$ cat src/rtl/pg_prot_pkg.sv
package pg_prot_pkg;
  typedef enum logic [1:0] {
    ACC_LOAD  = 2'b00,
    ACC_STORE = 2'b01,
    ACC_FETCH = 2'b10,
    ACC_RSVD  = 2'b11
  } acc_kind_e;

  typedef enum logic [1:0] {
    CAUSE_NONE,
    CAUSE_NOEXEC,
    CAUSE_MISS,
    CAUSE_DENY
  } cause_e;

  localparam int RIGHTS_W = 3;
  localparam int RT_RD    = 0;
  localparam int RT_WR    = 1;
  localparam int RT_EX    = 2;
  localparam int CODE_W   = 32;

  localparam logic [CODE_W-1:0] CODE_NOEXEC     = 32'h1000_0000;
  localparam logic [CODE_W-1:0] CODE_DENY_LOAD  = 32'h0800_0000;
  localparam logic [CODE_W-1:0] CODE_DENY_STORE = 32'h0A00_0000;
  localparam logic [CODE_W-1:0] CODE_DENY_FETCH = 32'h0800_0000;
  localparam logic [CODE_W-1:0] CODE_MISS_LOAD  = 32'h4000_0000;
  localparam logic [CODE_W-1:0] CODE_MISS_STORE = 32'h4200_0000;
  localparam logic [CODE_W-1:0] CODE_MISS_FETCH = 32'h4000_0000;
endpackage

$ cat src/rtl/pg_prot_rights.sv
module pg_prot_rights
  import pg_prot_pkg::*;
(
  input  logic                user_mode_i,
  input  logic                key_user_i,
  input  logic                key_sup_i,
  input  logic                noexec_i,
  input  logic [1:0]          prot_i,
  output logic [RIGHTS_W-1:0] rights_o
);
  logic key;

  always_comb begin
    key = user_mode_i ? key_user_i : key_sup_i;
    rights_o = '0;
    if (!key) begin
      rights_o[RT_RD] = 1'b1;
      rights_o[RT_WR] = (prot_i != 2'b11);
    end else begin
      rights_o[RT_RD] = (prot_i != 2'b00);
      rights_o[RT_WR] = (prot_i == 2'b10);
    end
    rights_o[RT_EX] = !noexec_i;
  end
endmodule

$ cat src/rtl/pg_fault_classify.sv
module pg_fault_classify
  import pg_prot_pkg::*;
(
  input  logic [1:0]          kind_i,
  input  logic                hit_i,
  input  logic                noexec_i,
  input  logic [RIGHTS_W-1:0] rights_i,
  output logic                viol_o,
  output logic                fetch_o,
  output logic [CODE_W-1:0]   code_o
);
  acc_kind_e kind;
  cause_e    cause;
  logic      need_ok;

  always_comb begin
    kind = acc_kind_e'(kind_i);
    unique case (kind)
      ACC_FETCH: need_ok = rights_i[RT_EX];
      ACC_STORE: need_ok = rights_i[RT_WR];
      default:   need_ok = rights_i[RT_RD];
    endcase

    // priority: segment no-exec, then missing translation, then denial
    if (kind == ACC_FETCH && noexec_i) cause = CAUSE_NOEXEC;
    else if (!hit_i)                    cause = CAUSE_MISS;
    else if (!need_ok)                  cause = CAUSE_DENY;
    else                                cause = CAUSE_NONE;

    unique case (cause)
      CAUSE_NOEXEC: code_o = CODE_NOEXEC;
      CAUSE_MISS:   code_o = (kind == ACC_FETCH) ? CODE_MISS_FETCH :
                             (kind == ACC_STORE) ? CODE_MISS_STORE : CODE_MISS_LOAD;
      CAUSE_DENY:   code_o = (kind == ACC_FETCH) ? CODE_DENY_FETCH :
                             (kind == ACC_STORE) ? CODE_DENY_STORE : CODE_DENY_LOAD;
      default:      code_o = '0;
    endcase

    viol_o  = (cause != CAUSE_NONE);
    fetch_o = viol_o && (kind == ACC_FETCH);
  end
endmodule

$ cat src/rtl/pg_fault_capture.sv
module pg_fault_capture
  import pg_prot_pkg::*;
#(
  parameter int AW = 32
) (
  input  logic              clk_i,
  input  logic              rst_ni,
  input  logic              acc_valid_i,
  input  logic              viol_i,
  input  logic              fetch_i,
  input  logic [CODE_W-1:0] code_i,
  input  logic [AW-1:0]     addr_i,
  input  logic              clr_i,
  output logic              valid_o,
  output logic              pulse_o,
  output logic              fetch_o,
  output logic [CODE_W-1:0] code_o,
  output logic [AW-1:0]     addr_o
);
  logic load;

  // a new fault wins over a simultaneous clear
  assign load = acc_valid_i && viol_i && (!valid_o || clr_i);

  always_ff @(posedge clk_i or negedge rst_ni) begin
    if (!rst_ni) begin
      valid_o <= 1'b0;
      pulse_o <= 1'b0;
      fetch_o <= 1'b0;
      code_o  <= '0;
      addr_o  <= '0;
    end else begin
      pulse_o <= load;
      if (load) begin
        valid_o <= 1'b1;
        fetch_o <= fetch_i;
        code_o  <= code_i;
        if (!fetch_i) addr_o <= addr_i;
      end else if (clr_i) begin
        valid_o <= 1'b0;
        fetch_o <= 1'b0;
        code_o  <= '0;
      end
    end
  end

  a_r9_pulse_with_valid: assert property (@(posedge clk_i) disable iff (!rst_ni)
    pulse_o |-> valid_o);

  a_r9_hold_stable: assert property (@(posedge clk_i) disable iff (!rst_ni)
    valid_o && !clr_i |=> valid_o && $stable(code_o) && $stable(fetch_o) && !pulse_o);

  a_r10_clear_drops: assert property (@(posedge clk_i) disable iff (!rst_ni)
    clr_i && !(acc_valid_i && viol_i) |=> !valid_o && code_o == '0);

  a_r8_addr_unchanged_fetch: assert property (@(posedge clk_i) disable iff (!rst_ni)
    acc_valid_i && fetch_i |=> $stable(addr_o));
endmodule

$ cat src/rtl/pg_prot_fault.sv
module pg_prot_fault
  import pg_prot_pkg::*;
#(
  parameter int AW = 32
) (
  input  logic                clk_i,
  input  logic                rst_ni,
  input  logic                acc_valid_i,
  input  logic [1:0]          acc_kind_i,
  input  logic                user_mode_i,
  input  logic                seg_key_user_i,
  input  logic                seg_key_sup_i,
  input  logic                seg_noexec_i,
  input  logic                xlat_hit_i,
  input  logic [1:0]          page_prot_i,
  input  logic [AW-1:0]       eff_addr_i,
  input  logic                fault_clr_i,
  output logic [RIGHTS_W-1:0] rights_o,
  output logic                fault_valid_o,
  output logic                fault_pulse_o,
  output logic                fault_fetch_o,
  output logic [CODE_W-1:0]   fault_code_o,
  output logic [AW-1:0]       fault_addr_o
);
  logic              viol;
  logic              viol_fetch;
  logic [CODE_W-1:0] viol_code;

  pg_prot_rights u_rights (
    .user_mode_i (user_mode_i),
    .key_user_i  (seg_key_user_i),
    .key_sup_i   (seg_key_sup_i),
    .noexec_i    (seg_noexec_i),
    .prot_i      (page_prot_i),
    .rights_o    (rights_o)
  );

  pg_fault_classify u_classify (
    .kind_i   (acc_kind_i),
    .hit_i    (xlat_hit_i),
    .noexec_i (seg_noexec_i),
    .rights_i (rights_o),
    .viol_o   (viol),
    .fetch_o  (viol_fetch),
    .code_o   (viol_code)
  );

  pg_fault_capture #(.AW(AW)) u_capture (
    .clk_i       (clk_i),
    .rst_ni      (rst_ni),
    .acc_valid_i (acc_valid_i),
    .viol_i      (viol),
    .fetch_i     (viol_fetch),
    .code_i      (viol_code),
    .addr_i      (eff_addr_i),
    .clr_i       (fault_clr_i),
    .valid_o     (fault_valid_o),
    .pulse_o     (fault_pulse_o),
    .fetch_o     (fault_fetch_o),
    .code_o      (fault_code_o),
    .addr_o      (fault_addr_o)
  );

  a_r4_noexec_no_exec_right: assert property (@(posedge clk_i) disable iff (!rst_ni)
    seg_noexec_i |-> !rights_o[RT_EX]);

  a_r5_noexec_fetch_code: assert property (@(posedge clk_i) disable iff (!rst_ni)
    acc_valid_i && acc_kind_i == ACC_FETCH && seg_noexec_i && (!fault_valid_o || fault_clr_i)
    |=> fault_pulse_o && fault_fetch_o && fault_code_o == CODE_NOEXEC);

  a_r11_idle_no_capture: assert property (@(posedge clk_i) disable iff (!rst_ni)
    !acc_valid_i |=> !fault_pulse_o);

  a_r8_data_addr: assert property (@(posedge clk_i) disable iff (!rst_ni)
    fault_pulse_o && !fault_fetch_o |-> fault_addr_o == $past(eff_addr_i));
endmodule

$ cat config.mk
export PLATFORM = sky130hd
export DESIGN_NAME = pg_prot_fault
export DESIGN_NICKNAME = d
export VERILOG_FILES = /design/src/rtl/pg_prot_pkg.sv /design/src/rtl/pg_prot_rights.sv /design/src/rtl/pg_fault_classify.sv /design/src/rtl/pg_fault_capture.sv /design/src/rtl/pg_prot_fault.sv
export SDC_FILE = /design/constraint.sdc
export NUM_CORES = 1
export LEC_CHECK = 0
export BUFFER_PORTS_ARGS = -buffer_cell sky130_fd_sc_hd__clkbuf_2
export CORE_AREA = 2 2 68 70
export CTS_BUF_LIST = sky130_fd_sc_hd__clkbuf_16
export DETAILED_ROUTE_END_ITERATION = 6
export DIE_AREA = 0 0 70 72
export HOLD_SLACK_MARGIN = 0.08
export PLACE_DENSITY = 0.9
export SYNTH_ARGS = -nofsm -noshare
export SYNTH_HDL_FRONTEND = slang
export SYNTH_SLANG_ARGS = --single-unit
$ cat constraint.sdc
create_clock -name clk_i -period 4.5 [get_ports clk_i]
set_clock_uncertainty 0.05 [all_clocks]
set_input_delay 0.225 -clock clk_i [delete_from_list [all_inputs] [get_ports clk_i]]
set_output_delay 0.225 -clock clk_i [all_outputs]
set_load 0.02 [all_outputs]
Yosys cells after proc, flatten, opt, wreduce, memory -nomap -nowiden

Cells that the tools add are included.

Bits of input ports: 45
Output and inout bits: 70
Register bits: 67
Logic and storage cells: 40

Eq/ne operators: 7
Bitwise operators: 1
Multiplexer cells: 16
Reduce and logical (&&, ||, !) cells: 11

Operators with widths:

| kind               | count |
|---|---|
| $mux 32            | 4 |
| $pmux 32 s3        | 1 |
| $mux 26            | 2 |
| $eq 2x2->1 const B | 4 |
| $mux 2             | 4 |
| $reduce_bool 2->1  | 3 |
| $eq 2x1->1 const B | 2 |
| $logic_and 1x1->1  | 4 |
| $mux 1             | 4 |
| $logic_not 1->1    | 2 |
| $ne 2x2->1 const B | 1 |
| $pmux 1 s2         | 1 |
| $reduce_and 2->1   | 1 |
| $logic_or 1x1->1   | 1 |
| $not 1->1          | 1 |

Logic depth before layout (Yosys ltp)

Gate-level depths: netlist of run 1.

Depth in word-level cells: 10
Mapped depth: 7
Depth with buffers taken out: 6

By module

Synthesis of run 1 repeated with hierarchy kept, for this count alone.

Cell total of the unflattened synthesis: 231
Area, all modules: 3,104.2 um2

Modules (own cells, without submodules):

| module            | instances | sequential area each (um2) | cells each | area an instance (um2) |
|---|---|---|---|---|
| pg_fault_capture  | 1         | 1,676.6                    | 179        | 2,722.6 |
| pg_fault_classify | 1         | 0.0                        | 47         | 346.6 |
| pg_prot_rights    | 1         | 0.0                        | 5          | 35.0 |

Worst setup path after synthesis of run 1

OpenSTA, ideal clock, no wires.

Path type: input-to-reg
From: in acc_kind_i[0]
To: reg u_capture.addr_o[0]
Required time: 4.325 ns
Path buffers: 1
Data arrival time: 1.755 ns
Stages on the path: 7
Slack: 2.570 ns
Setup time: 0.125 ns
Cell sequence: inv_1 ha_1 inv_1 o2111ai_4 a311oi_4 buf_6 mux2_2

Longest elaborated chain between the ends: 9
Elaborated cells between the ends (all ways): 13
Those cells by class: eq/ne (2); mux (4); bitwise (1); reduce/logical (6)

RTL lines:

| what                                                  | RTL line                                                                  | RTL |
|---|---|---|
| start, declared                                       | pg_prot_fault.sv:9                                                        | `input logic [1:0] acc_kind_i,` |
| $eq 2x1->1 / $eq 2x2->1 (equally long branches)       | pg_fault_classify.sv:18, pg_fault_classify.sv:25, pg_fault_classify.sv:40 |  |
| $pmux 1 s2                                            | pg_fault_classify.sv:18                                                   | `unique case (kind)` |
| $mux 2                                                | pg_fault_classify.sv:27                                                   | `else if (!need_ok) cause = CAUSE_DENY;` |
| $mux 2                                                | pg_fault_classify.sv:26                                                   | `else if (!hit_i) cause = CAUSE_MISS;` |
| $mux 2                                                | pg_fault_classify.sv:25                                                   | `if (kind == ACC_FETCH && noexec_i) cause = CAUSE_NOEXEC;` |
| $reduce_bool 2->1                                     | pg_fault_classify.sv:39                                                   | `viol_o = (cause != CAUSE_NONE);` |
| $logic_and 1x1->1 (on tied branches)                  | pg_fault_capture.sv:23, pg_fault_classify.sv:40                           |  |
| $logic_and 1x1->1 / $not 1->1 (equally long branches) | --                                                                        |  |
| $reduce_and 2->1 (no source line) *                   | --                                                                        |  |
| end signal, assigned                                  | pg_fault_capture.sv:38                                                    | `if (!fetch_i) addr_o <= addr_i;` |
| end, declared                                         | pg_fault_capture.sv:18                                                    | `output logic [AW-1:0] addr_o` |

Mark *: on every way between the ends. The rest lies on a longest branch, timed or not.
A chain may end at the register's enable or synchronous reset.

Final worst setup path of run 1

From: reg u_capture.valid_o
To: reg u_capture.addr_o[1]

Longest elaborated chain between the ends: 4

RTL lines:

| what                              | RTL line               | RTL |
|---|---|---|
| start, declared                   | pg_fault_capture.sv:14 | `output logic valid_o,` |
| start signal, assigned            | pg_fault_capture.sv:27 | `valid_o <= 1'b0;` |
| start signal, assigned            | pg_fault_capture.sv:35 | `valid_o <= 1'b1;` |
| start signal, assigned            | pg_fault_capture.sv:40 | `valid_o <= 1'b0;` |
| $logic_not 1->1                   | pg_fault_capture.sv:23 | `assign load = acc_valid_i && viol_i && (!valid_o \|\| clr_i);` |
| $logic_or 1x1->1                  | pg_fault_capture.sv:23 |  |
| $logic_and 1x1->1                 | pg_fault_capture.sv:23 |  |
| $reduce_and 2->1 (no source line) | --                     |  |

Every way passes these cells.

==> results of run 1 <==
synth_stat cells:
cell and number:
a21bo_2 1, a21o_1 1, a21oi_1 2, a311o_1 1, a311oi_4 1, a31oi_1 2, a41oi_1 1, and4b_1 1
buf_4 28, buf_6 3, clkbuf_1 1, conb_1 1, dfrtp_1 39, ha_1 2, inv_1 6, mux2_2 33
mux2_4 1, mux2i_1 1, nand2_1 3, nand2b_1 5, nand3_1 3, nand3_2 1, nand3b_1 2, nand4_1 1
nor2_1 1, nor2b_1 1, o2111ai_4 1, o22ai_1 1, o32ai_1 1
worst paths after layout:
kind	end	slack (ns)	cells after the start
hold / removal	u_capture.addr_o[11]	0.05	1
max in group asynchronous	u_capture.pulse_o	3.77	1
setup reg to reg	u_capture.addr_o[1]	2.17	5
setup / recovery	u_capture.addr_o[1]	2.17	5
hold reg to reg	u_capture.addr_o[28]	0.45	1
min in group clk_i	u_capture.addr_o[20]	0.13	2
state kept, by name, summed over array words and instances, names as in the netlist:
register and flops:
u_capture.valid_o 1, u_capture.pulse_o 1, u_capture.fetch_o 1, u_capture.code_o 4
u_capture.addr_o 32
worst register-to-register path, stage by stage (launching register included):
cell,delay [ns]
dfrtp_1,0.37
nand2b_1,0.10
nand2_1,0.21
a311oi_4,0.69
buf_4,0.40
mux2_2,0.38
metrics by stage:
step	worst slack, ns	util	hold slack, ns	instances	area [um^2]
6_report	2.173	0.5692	0.04812	287	2427
5_1_grt	2.009	0.5692	0.1274	287	2427
4_1_cts	2.135	0.5692	0.08239	287	2427
3_5_place_dp	1.851	0.5308	0.3710	279	2263
3_3_place_gp	1.906	0.5308	0.3546	279	2263
2_1_floorplan	2.570	-	-0.1206	172	2008
layer usage:
metal | vias up | track usage
li1 | 627 | -
met1 | 627 | 0.1524
met2 | 70 | 0.2349
met3 | 4 | 0.04722
met4 | 0 | 0.04915
met5 | - | 0
cells in the final DEF, fill, tap and decap left out, types with 3 or more instances in the layout:
| cell type | synthesis | layout |
|---|---|---|
| clkbuf_16 | 0 | 5 |
| clkbuf_2 | 0 | 86 |
| conb_1 | 1 | 28 |
| dfrtp_1 | 39 | 39 |
| inv_1 | 6 | 6 |
| mux2_2 | 33 | 33 |
| nand2_1 | 3 | 3 |
| nand2b_1 | 5 | 5 |
| nand3_1 | 3 | 3 |
kinds of logic (layout without fill, tap and decap cells):
logic type / Yosys count / in the layout / share of synthesized area
AO/OA/AOI/OAI: 12 / 12 / 0.06628
adder cells (fa/ha/maj): 2 / 2 / 0.01312
buffers and inverters: 38 / 101 / 0.1417
flip-flops: 39 / 39 / 0.5118
multiplexers: 35 / 35 / 0.2080
other: 1 / 28 / 0.001967
AND/OR/NAND/NOR: 18 / 18 / 0.05708
area by class of cell:
type | instances | area, um^2 | area share
Timing Repair Buffer | 87 | 437.9 | 0.1804
Multi-Input combinational cell | 95 | 762.0 | 0.3139
Clock inverter | 3 | 38.79 | 0.01598
Sequential cell | 39 | 975.9 | 0.4021
Inverter | 6 | 22.52 | 0.009278
Clock buffer | 5 | 125.1 | 0.05155
Tap cell | 52 | 65.06 | 0.02680
power by group through the flow:
stage / Combinational, uW / Clock (uW) / Sequential, uW
6_report: 343 / 381 / 465
5_1_grt: 367 / 411 / 476
4_1_cts: 348 / 392 / 467
3_5_place_dp: 347 / 0 / 473
3_3_place_gp: 340 / 0 / 470
2_1_floorplan: 148 / 0 / 567
==> impl_metrics.json, run 1 <==
{
  "cp-end-kind": "flop",
  "core_um2": 4264,
  "cp_max_fo": 21,
  "grt_max_degree": 40,
  "power.density_nw_per_um2": 489.9,
  "clk_latency_ns": 0.27,
  "grt_pass1_wl_um": 5423,
  "ioPinCount": 115,
  "r2r-start": "u_capture.valid_o",
  "fillCellCount": 368,
  "vias_per_cell": 4.627,
  "combPwrFrac": 0.288,
  "grt_usage": 0.1341,
  "tns_ns": 0,
  "hold_viol_final": 0,
  "cts_resized": 0,
  "wl_met3_um": 338,
  "fp.dieW_um": 70,
  "yosysUniqueCellTypes": 29,
  "period_minus_slack_ns": 2.327,
  "critPathRequiredTime_ns": 4.60,
  "clkPwrFrac": 0.321,
  "postSynthCellCount": 145,
  "cpMaxStageDelayCell": "a311oi_4",
  "ir_worst_vdd_mv": 0.2291,
  "nets": 281,
  "wl_per_cell_um": 11.72,
  "ant_nets": 0,
  "yosysTopAreaCellShare": 0.5118,
  "syn2layout_area_growth_pct": 27.30,
  "drt-initial-drc-count": 66,
  "cp_num_buf_inv": 1,
  "rsz0062_at_grt": "no",
  "crit_arrival_ns": 2.43,
  "avgSynthCellArea_um2": 13.15,
  "synth_area_leaders": "dfrtp_1 (51%), mux2_2 (19%), buf_4 (11%)",
  "cts_tree": "built",
  "overflow": 0,
  "dr.pass1.iters": 4,
  "drv_slew": 0,
  "wl_met1_um": 1302,
  "detailed_place_hpwl_um": 2639,
  "top_layer": "met4",
  "cpPeakStageDelay_ns": 0.69,
  "routed_wl_um": 3363,
  "numCtsBuffers": 5,
  "final_layout_size_suffix_gt1_frac": 0.5617,
  "hold_class": "in -> async",
  "root_buffer": "clkbuf_16",
  "cap_violations": 0,
  "cts.sinks": 39,
  "antenna_found_initial": 0,
  "startpoint": "u_capture.valid_o",
  "max_slew_margin": 0.3636,
  "worst_pin_slew_ns": 0.9545,
  "worstSetupPathType": "reg -> reg",
  "cp-start-kind": "flop",
  "vias": 1328,
  "yosysTopAreaCell": "dfrtp_1",
  "met2_length_um": 1692,
  "fmax_mhz": 429.8,
  "cp_cell_sequence": "nand2b_1 -> nand2_1 -> a311oi_4 -> buf_4 -> mux2_2",
  "status": "complete, no violations",
  "clkSlewWorstSetupHoldPaths_ns": 0.06,
  "setup_violations": 0,
  "post_cts_buffers": 0,
  "holdBufCountCts": 0,
  "grt_pass1_vias": 1230,
  "critical_path.top_delay_family": "compound AO/OA/AOI/OAI gates",
  "p_total_uw": 1189,
  "netlist_area_um2": 1907,
  "yosysSeqAreaShare": 0.5118,
  "intPower_uw": 823.4,
  "period_share": 0.5170,
  "yosys_warnings": 0,
  "synth-seq-cells": 39,
  "max-clock-path-buffers": 2,
  "p_sw_uw": 365.8,
  "htree_num_levels": 2,
  "start_util": 0.4472,
  "p_seq_frac": 0.391,
  "gp_congestion": 0.7856,
  "die_height_um": 72,
  "leakage_uw": 0.001250,
  "antenna_cells": 0,
  "portBuffers": 86,
  "die_area_um2": 5040,
  "rows": 24,
  "p_sw_frac": 0.3076,
  "drc_errors": 0
}
Power figures use the tool's default switching activity.
==> run 2: changes to the inputs <==
ABC_AREA = 1   (was default)
CORE_AREA = 2 2 73 75   (was 2 2 68 70)
DIE_AREA = 0 0 75 77   (was 0 0 70 72)
PLACE_DENSITY = 0.83   (was 0.9)
clock period = 2.1 ns   (was 4.5 ns; I/O delays follow)
==> run 2 against run 1 <==
  * Critical path depth is 4 higher
  * Sequential share of layout area is 4.6 points lower
  * First-iteration DRC count is 7.6% higher
  * Design area is 13% higher
  * Power is 100% higher
  * Sequential cell count stayed put
  * Worst hold slack better by 0.11 ns
  * Die area is 15% higher
  * Cell count is 44% higher
  * Critical path type is now in -> reg
  * Largest cell class unchanged
  * Highest routed layer unchanged
==> impl_metrics.json, run 2 <==
{
  "intPower_uw": 1587,
  "drt-initial-drc-count": 71,
  "cp-start-kind": "input port",
  "clk_latency_ns": 0.27,
  "synth_compound_area_frac": 0.01858,
  "wl_met3_um": 310,
  "synthAdderAreaFrac": 0.01327,
  "avgSynthCellArea_um2": 8.494,
  "power.density_nw_per_um2": 879.7,
  "layout_commonest_cell": "nand2_1",
  "synth_flop_cell": "dfrtp_1",
  "antenna_cells": 0,
  "die_height_um": 77,
  "yosysUniqueCellTypes": 17,
  "holdBufCountCts": 34,
  "core_um2": 4977,
  "dr.pass1.iters": 4,
  "vias_per_cell": 4.208,
  "cts_resized": 0,
  "nets": 390,
  "hold_viol_final": 0,
  "cts_tree": "built",
  "synth_mux_area_frac": 0,
  "clkPwrFrac": 0.283,
  "synth-edff-count": 0,
  "max-clock-path-buffers": 2,
  "yosysTopAreaCell": "dfrtp_1",
  "drc_errors": 0,
  "grt_pass1_vias": 1586,
  "grt_usage": 0.1578,
  "routed_wl_um": 4457,
  "leakage_uw": 0.001613,
  "worst_pin_slew_ns": 0.9415,
  "start_util": 0.3788,
  "gp_congestion": 0.8342,
  "multiInputGateArea_um2": 703.2,
  "worstSetupPathType": "in -> reg",
  "root_buffer": "clkbuf_16",
  "p_sw_frac": 0.3411,
  "fmax_mhz": 620.0,
  "portBuffers": 86,
  "max_slew_margin": 0.3723,
  "antenna_found_initial": 0,
  "top_register": "u_capture.addr_o",
  "largestRegisters": "u_capture.addr_o x32, u_capture.code_o x4",
  "largest_reg_flops": 32,
  "synth.most_common_cell": "nand2_1",
  "cpMaxStageDelayCell": "dlygate4sd3_1",
  "ant_nets": 0,
  "detailed_place_hpwl_um": 2886,
  "ys_top_cells_by_count": "nand2_1 (109), dfrtp_1 (39), buf_4 (31)",
  "critical_path.top_delay_family": "simple AND/OR/NAND/NOR gates",
  "grt_pass1_wl_um": 7162,
  "combPwrFrac": 0.306,
  "overflow": 0,
  "synth_top_family_by_area": "simple AND/OR/NAND/NOR gates",
  "cts.sinks": 39,
  "status": "complete, no violations",
  "crit_arrival_ns": 1.77,
  "wl_per_cell_um": 10.77,
  "drv_slew": 0,
  "mostFrequentLayoutCells": "nand2_1 (109), clkbuf_2 (86), dfrtp_1 (39)",
  "ioPinCount": 115,
  "hold_class": "in -> reg",
  "seq_area_um2": 975.9,
  "crit_top_cell": "nand2_1",
  "htree_num_levels": 2,
  "synth_area_leaders": "dfrtp_1 (52%), nand2_1 (22%), buf_4 (12%)",
  "synth-seq-cells": 39,
  "rsz0062_at_grt": "no",
  "top_layer": "met4",
  "period_share": 0.7680,
  "yosys_warnings": 0,
  "yosysTopAreaCellShare": 0.5176,
  "setup_violations": 0,
  "syn2layout_area_growth_pct": 45.19,
  "post-route-util": 0.5500,
  "fp.dieW_um": 75,
  "numCtsBuffers": 5,
  "ir_worst_vdd_mv": 0.5712,
  "final_layout_size_suffix_gt1_frac": 0.2849,
  "met2_length_um": 2257,
  "p_seq_frac": 0.411,
  "cp_num_buf_inv": 3,
  "p_sw_uw": 821.4,
  "wl_met1_um": 1799,
  "grt_max_degree": 40,
  "yosysSeqAreaShare": 0.5176,
  "rows": 26,
  "post_cts_buffers": 0,
  "vias": 1742,
  "clkSlewWorstSetupHoldPaths_ns": 0.05,
  "period_minus_slack_ns": 1.613,
  "critPathRequiredTime_ns": 2.26,
  "cpPeakStageDelay_ns": 0.54,
  "netlist_area_um2": 1886,
  "cap_violations": 0,
  "cp_cell_sequence": "dlygate4sd3_1 -> clkbuf_2 -> inv_1 -> a21oi_1 -> nand3_2 -> nand3_4 -> nor2_8 -> nand2_1 -> nand2_1",
  "cp-end-kind": "flop",
  "fillCellCount": 459,
  "postSynthCellCount": 222,
  "cp_max_fo": 32,
  "synthXorXnorAreaFrac": 0,
  "async_reset_ff_frac": 1.000,
  "tns_ns": 0,
  "die_area_um2": 5775,
  "yosys.area_share.simple": 0.2853
}
run 2: cell types whose count changed after synthesis, sizes merged, moves of 2 or more:
cell / before / now
a31oi: 2 / 0
buf: 31 / 35
inv: 6 / 13
mux2: 34 / 0
nand2: 3 / 109
nand2b: 5 / 0
nand3: 4 / 12
nand3b: 2 / 0
o21ai: 0 / 5
run 2: cell type report:
| cell class | instances | share of cell area |
|---|---|---|
| Tap cell | 70 | 0.03199 |
| Clock inverter | 3 | 0.004113 |
| Clock buffer | 5 | 0.04570 |
| Multi-Input combinational cell | 162 | 0.2569 |
| Timing Repair Buffer | 122 | 0.2870 |
| Sequential cell | 39 | 0.3565 |
| Inverter | 13 | 0.01782 |
run 2: logic make-up (layout without fill, tap and decap cells):
logic type	after synthesis	after routing
AND/OR/NAND/NOR	125	125
AO/OA/AOI/OAI	7	7
buffers and inverters	48	143
flip-flops	39	39
other	1	28
adder cells (fa/ha/maj)	2	2
run 2: tightest hold or removal path: cells and delay by family:
family | cells | cell delay [ns]
and+or+nand+nor | 1 | 0.09
buffers and inverters | 2 | 0.17
AOI/OAI and AO/OA | 1 | 0.07
run 2: final timing paths:
path	startpoint	endpoint	slack [ns]	cells after the start
max	xlat_hit_i	u_capture.addr_o[20]	0.49	9
min	fault_clr_i	u_capture.code_o[25]	0.16	4
max reg2reg	u_capture.valid_o	u_capture.addr_o[20]	0.65	5
min reg2reg	u_capture.addr_o[12]	u_capture.addr_o[12]	0.42	2
max in group asynchronous	rst_ni	u_capture.code_o[27]	0.95	2
min in group asynchronous	rst_ni	u_capture.addr_o[21]	0.46	2
run 2: power by group through the flow:
stage               Clock (uW)  Sequential, uW  Combinational [uW]
finish                     680             990                 738
global route               738            1010                 808
CTS                        707             988                 740
detailed placement           0             993                 692
global placement             0             995                 677
floorplan                    0            1180                 290
run 2: per-stage QoR:
| stage | hold slack, ns | setup WS (ns) | power, uW | instance area, um^2 | instances |
|---|---|---|---|---|---|
| final | 0.1623 | 0.4872 | 2408 | 2738 | 414 |
| after global routing | 0.1923 | 0.3211 | 2554 | 2738 | 414 |
| after detailed placement | 0.2532 | 0.3068 | 1686 | 2261 | 372 |
| after global placement | 0.2422 | 0.3804 | 1672 | 2261 | 372 |
| after CTS | 0.1551 | 0.5205 | 2435 | 2738 | 414 |
| after floorplan | -0.2406 | 0.7493 | 1470 | 1987 | 249 |
run 2: per-layer routing:
layer  global-route usage  up-vias
met1               0.1988      790
li1                     -      860
met5                    0        -
met4              0.06071        0
met2               0.2588       83
met3              0.03417        9
==> run 3: changes to the inputs <==
CORE_AREA = 2 2 70 72   (was 2 2 73 75)
DIE_AREA = 0 0 72 74   (was 0 0 75 77)
PLACE_DENSITY = 0.85   (was 0.83)
clock period = 1.6 ns   (was 2.1 ns; I/O delays follow)
==> run 3 against run 2 <==
  * Non-clock buffer count increased by 5
  * Utilization increased by 5.6 points
  * Global-route usage increased by 2.3 points
  * Register-to-register slack got worse by 0.26 ns
  * Die area decreased by 7.7%
==> impl_metrics.json, run 3 (synthesis results as in run 2) <==
{
  "cts.sinks": 39,
  "clkSlewWorstSetupHoldPaths_ns": 0.06,
  "seq_area_um2": 975.9,
  "period_share": 0.8743,
  "worstSetupPathType": "in -> reg",
  "cp-end-kind": "flop",
  "cp_cell_sequence": "dlygate4sd3_1 -> clkbuf_2 -> inv_1 -> a21oi_1 -> nand3_2 -> nand4_2 -> buf_4 -> nand2_1 -> nand2_1",
  "mostFrequentLayoutCells": "nand2_1 (109), clkbuf_2 (86), dfrtp_1 (39)",
  "hold_viol_final": 0,
  "syn2layout_area_growth_pct": 47.71,
  "cts_resized": 0,
  "routed_wl_um": 4844,
  "grt_pass1_wl_um": 7479,
  "dr.pass1.iters": 4,
  "multiInputGateArea_um2": 703.2,
  "root_buffer": "clkbuf_16",
  "nets": 395,
  "largest_reg_flops": 32,
  "hold_class": "in -> reg",
  "cp_max_fo": 17,
  "cp-start-kind": "input port",
  "grt_usage": 0.1812,
  "power.density_nw_per_um2": 1162,
  "p_seq_frac": 0.402,
  "antenna_found_initial": 0,
  "ant_nets": 0,
  "r2r-start": "u_capture.valid_o",
  "critPathRequiredTime_ns": 1.76,
  "die_area_um2": 5328,
  "fp.dieW_um": 72,
  "cts_tree": "built",
  "crit_top_cell": "nand2_1",
  "critical_path.top_delay_family": "buffers and inverters",
  "p_sw_frac": 0.3466,
  "cap_violations": 0,
  "start_util": 0.4101,
  "place_area_um2": 2303,
  "combPwrFrac": 0.311,
  "drt-initial-drc-count": 63,
  "max-clock-path-buffers": 2,
  "hold_path_startpoint": "fault_clr_i",
  "cpPeakStageDelay_ns": 0.53,
  "fmax_mhz": 714.8,
  "intPower_uw": 2114,
  "gp_congestion": 0.8616,
  "largestRegisters": "u_capture.addr_o x32, u_capture.code_o x4",
  "clkPwrFrac": 0.287,
  "status": "complete, no violations",
  "crit_arrival_ns": 1.56,
  "startpoint": "xlat_hit_i",
  "fillCellCount": 401,
  "top_register": "u_capture.addr_o",
  "numCtsBuffers": 5,
  "core_um2": 4598,
  "rsz0062_at_grt": "no",
  "leakage_uw": 0.001646,
  "layout_commonest_cell": "nand2_1",
  "grt_pass1_vias": 1692,
  "tns_ns": 0,
  "htree_num_levels": 2,
  "drv_slew": 0,
  "vias_per_cell": 4.397,
  "die_height_um": 74,
  "setup_violations": 0,
  "fin_area_um2": 2785,
  "clk_latency_ns": 0.27,
  "detailed_place_hpwl_um": 3126,
  "overflow": 0,
  "antenna_cells": 0,
  "final_layout_size_suffix_gt1_frac": 0.3009,
  "cpMaxStageDelayCell": "dlygate4sd3_1",
  "cp_num_buf_inv": 4,
  "period_minus_slack_ns": 1.399,
  "portBuffers": 86,
  "p_sw_uw": 1121,
  "ir_worst_vdd_mv": 0.6694,
  "grt_max_degree": 22,
  "ioPinCount": 115,
  "wl_per_cell_um": 12.02,
  "drc_errors": 0,
  "rows": 25,
  "vias": 1772
}
## run 3: cell types whose count changed in the layout (fill, tap and decap cells not counted)
cell	change
buf_12	+2
clkinv_1	-2
clkinvlp_4	+1
clkinv_2	+1
buf_4	+3
## run 3: per-layer routing
metal	track usage	wire length, um
met5	0	0
met4	0.06080	60
met3	0.03794	317
met2	0.3488	2634
met1	0.1984	1832
## run 3: repair_timing
| item | in CTS | in global routing |
|---|---|---|
| hold buffers | 34 | 0 |
| buffers inserted | 0 | 0 |
| endpoints found under the hold margin | 52 | 0 |
## run 3: final timing paths
kind	end	slack, ns	cells after the start
max	u_capture.addr_o[24]	0.20	9
min	u_capture.code_o[28]	0.12	4
max reg2reg	u_capture.addr_o[24]	0.39	5
min reg2reg	u_capture.addr_o[1]	0.43	2
max in group asynchronous	u_capture.code_o[27]	0.60	3
min in group asynchronous	u_capture.addr_o[4]	0.26	2
## run 3: area by class of cell
| cell class | instances | share of cell area |
|---|---|---|
| multi-input cells | 162 | 0.2525 |
| clock buffers | 5 | 0.04492 |
| flip-flops and latches | 39 | 0.3504 |
| clock inverters | 3 | 0.005840 |
| repair buffers | 127 | 0.3046 |
| well taps | 54 | 0.02426 |
| inverters | 13 | 0.01752 |
## run 3: power by group through the flow
stage	clock [uW]	combinational, uW	sequential, uW
floorplan	0	381	1550
global placement	0	917	1300
detailed placement	0	942	1300
CTS	952	1010	1290
global route	987	1100	1320
finish	929	1010	1300
## run 3: through the flow
step           instances  hold WS [ns]  utilization  total power (uW)  setup WS (ns)
2_1_floorplan        249       -0.2656            -              1930         0.2743
3_3_place_gp         361     -0.002724       0.5010              2220         0.1539
3_5_place_dp         361      0.005509       0.5010              2245        0.09892
4_1_cts              403        0.1167       0.6057              3252         0.2009
5_1_grt              403        0.1283       0.6057              3403        0.09914
6_report             403        0.1228       0.6057              3235         0.2011
## run 3: worst register-to-register path: cells and delay by family (launching register included)
family,cells,cell delay (ns)
buffers and inverters,1,0.22
and+or+nand+nor,4,0.48
DFF,1,0.37
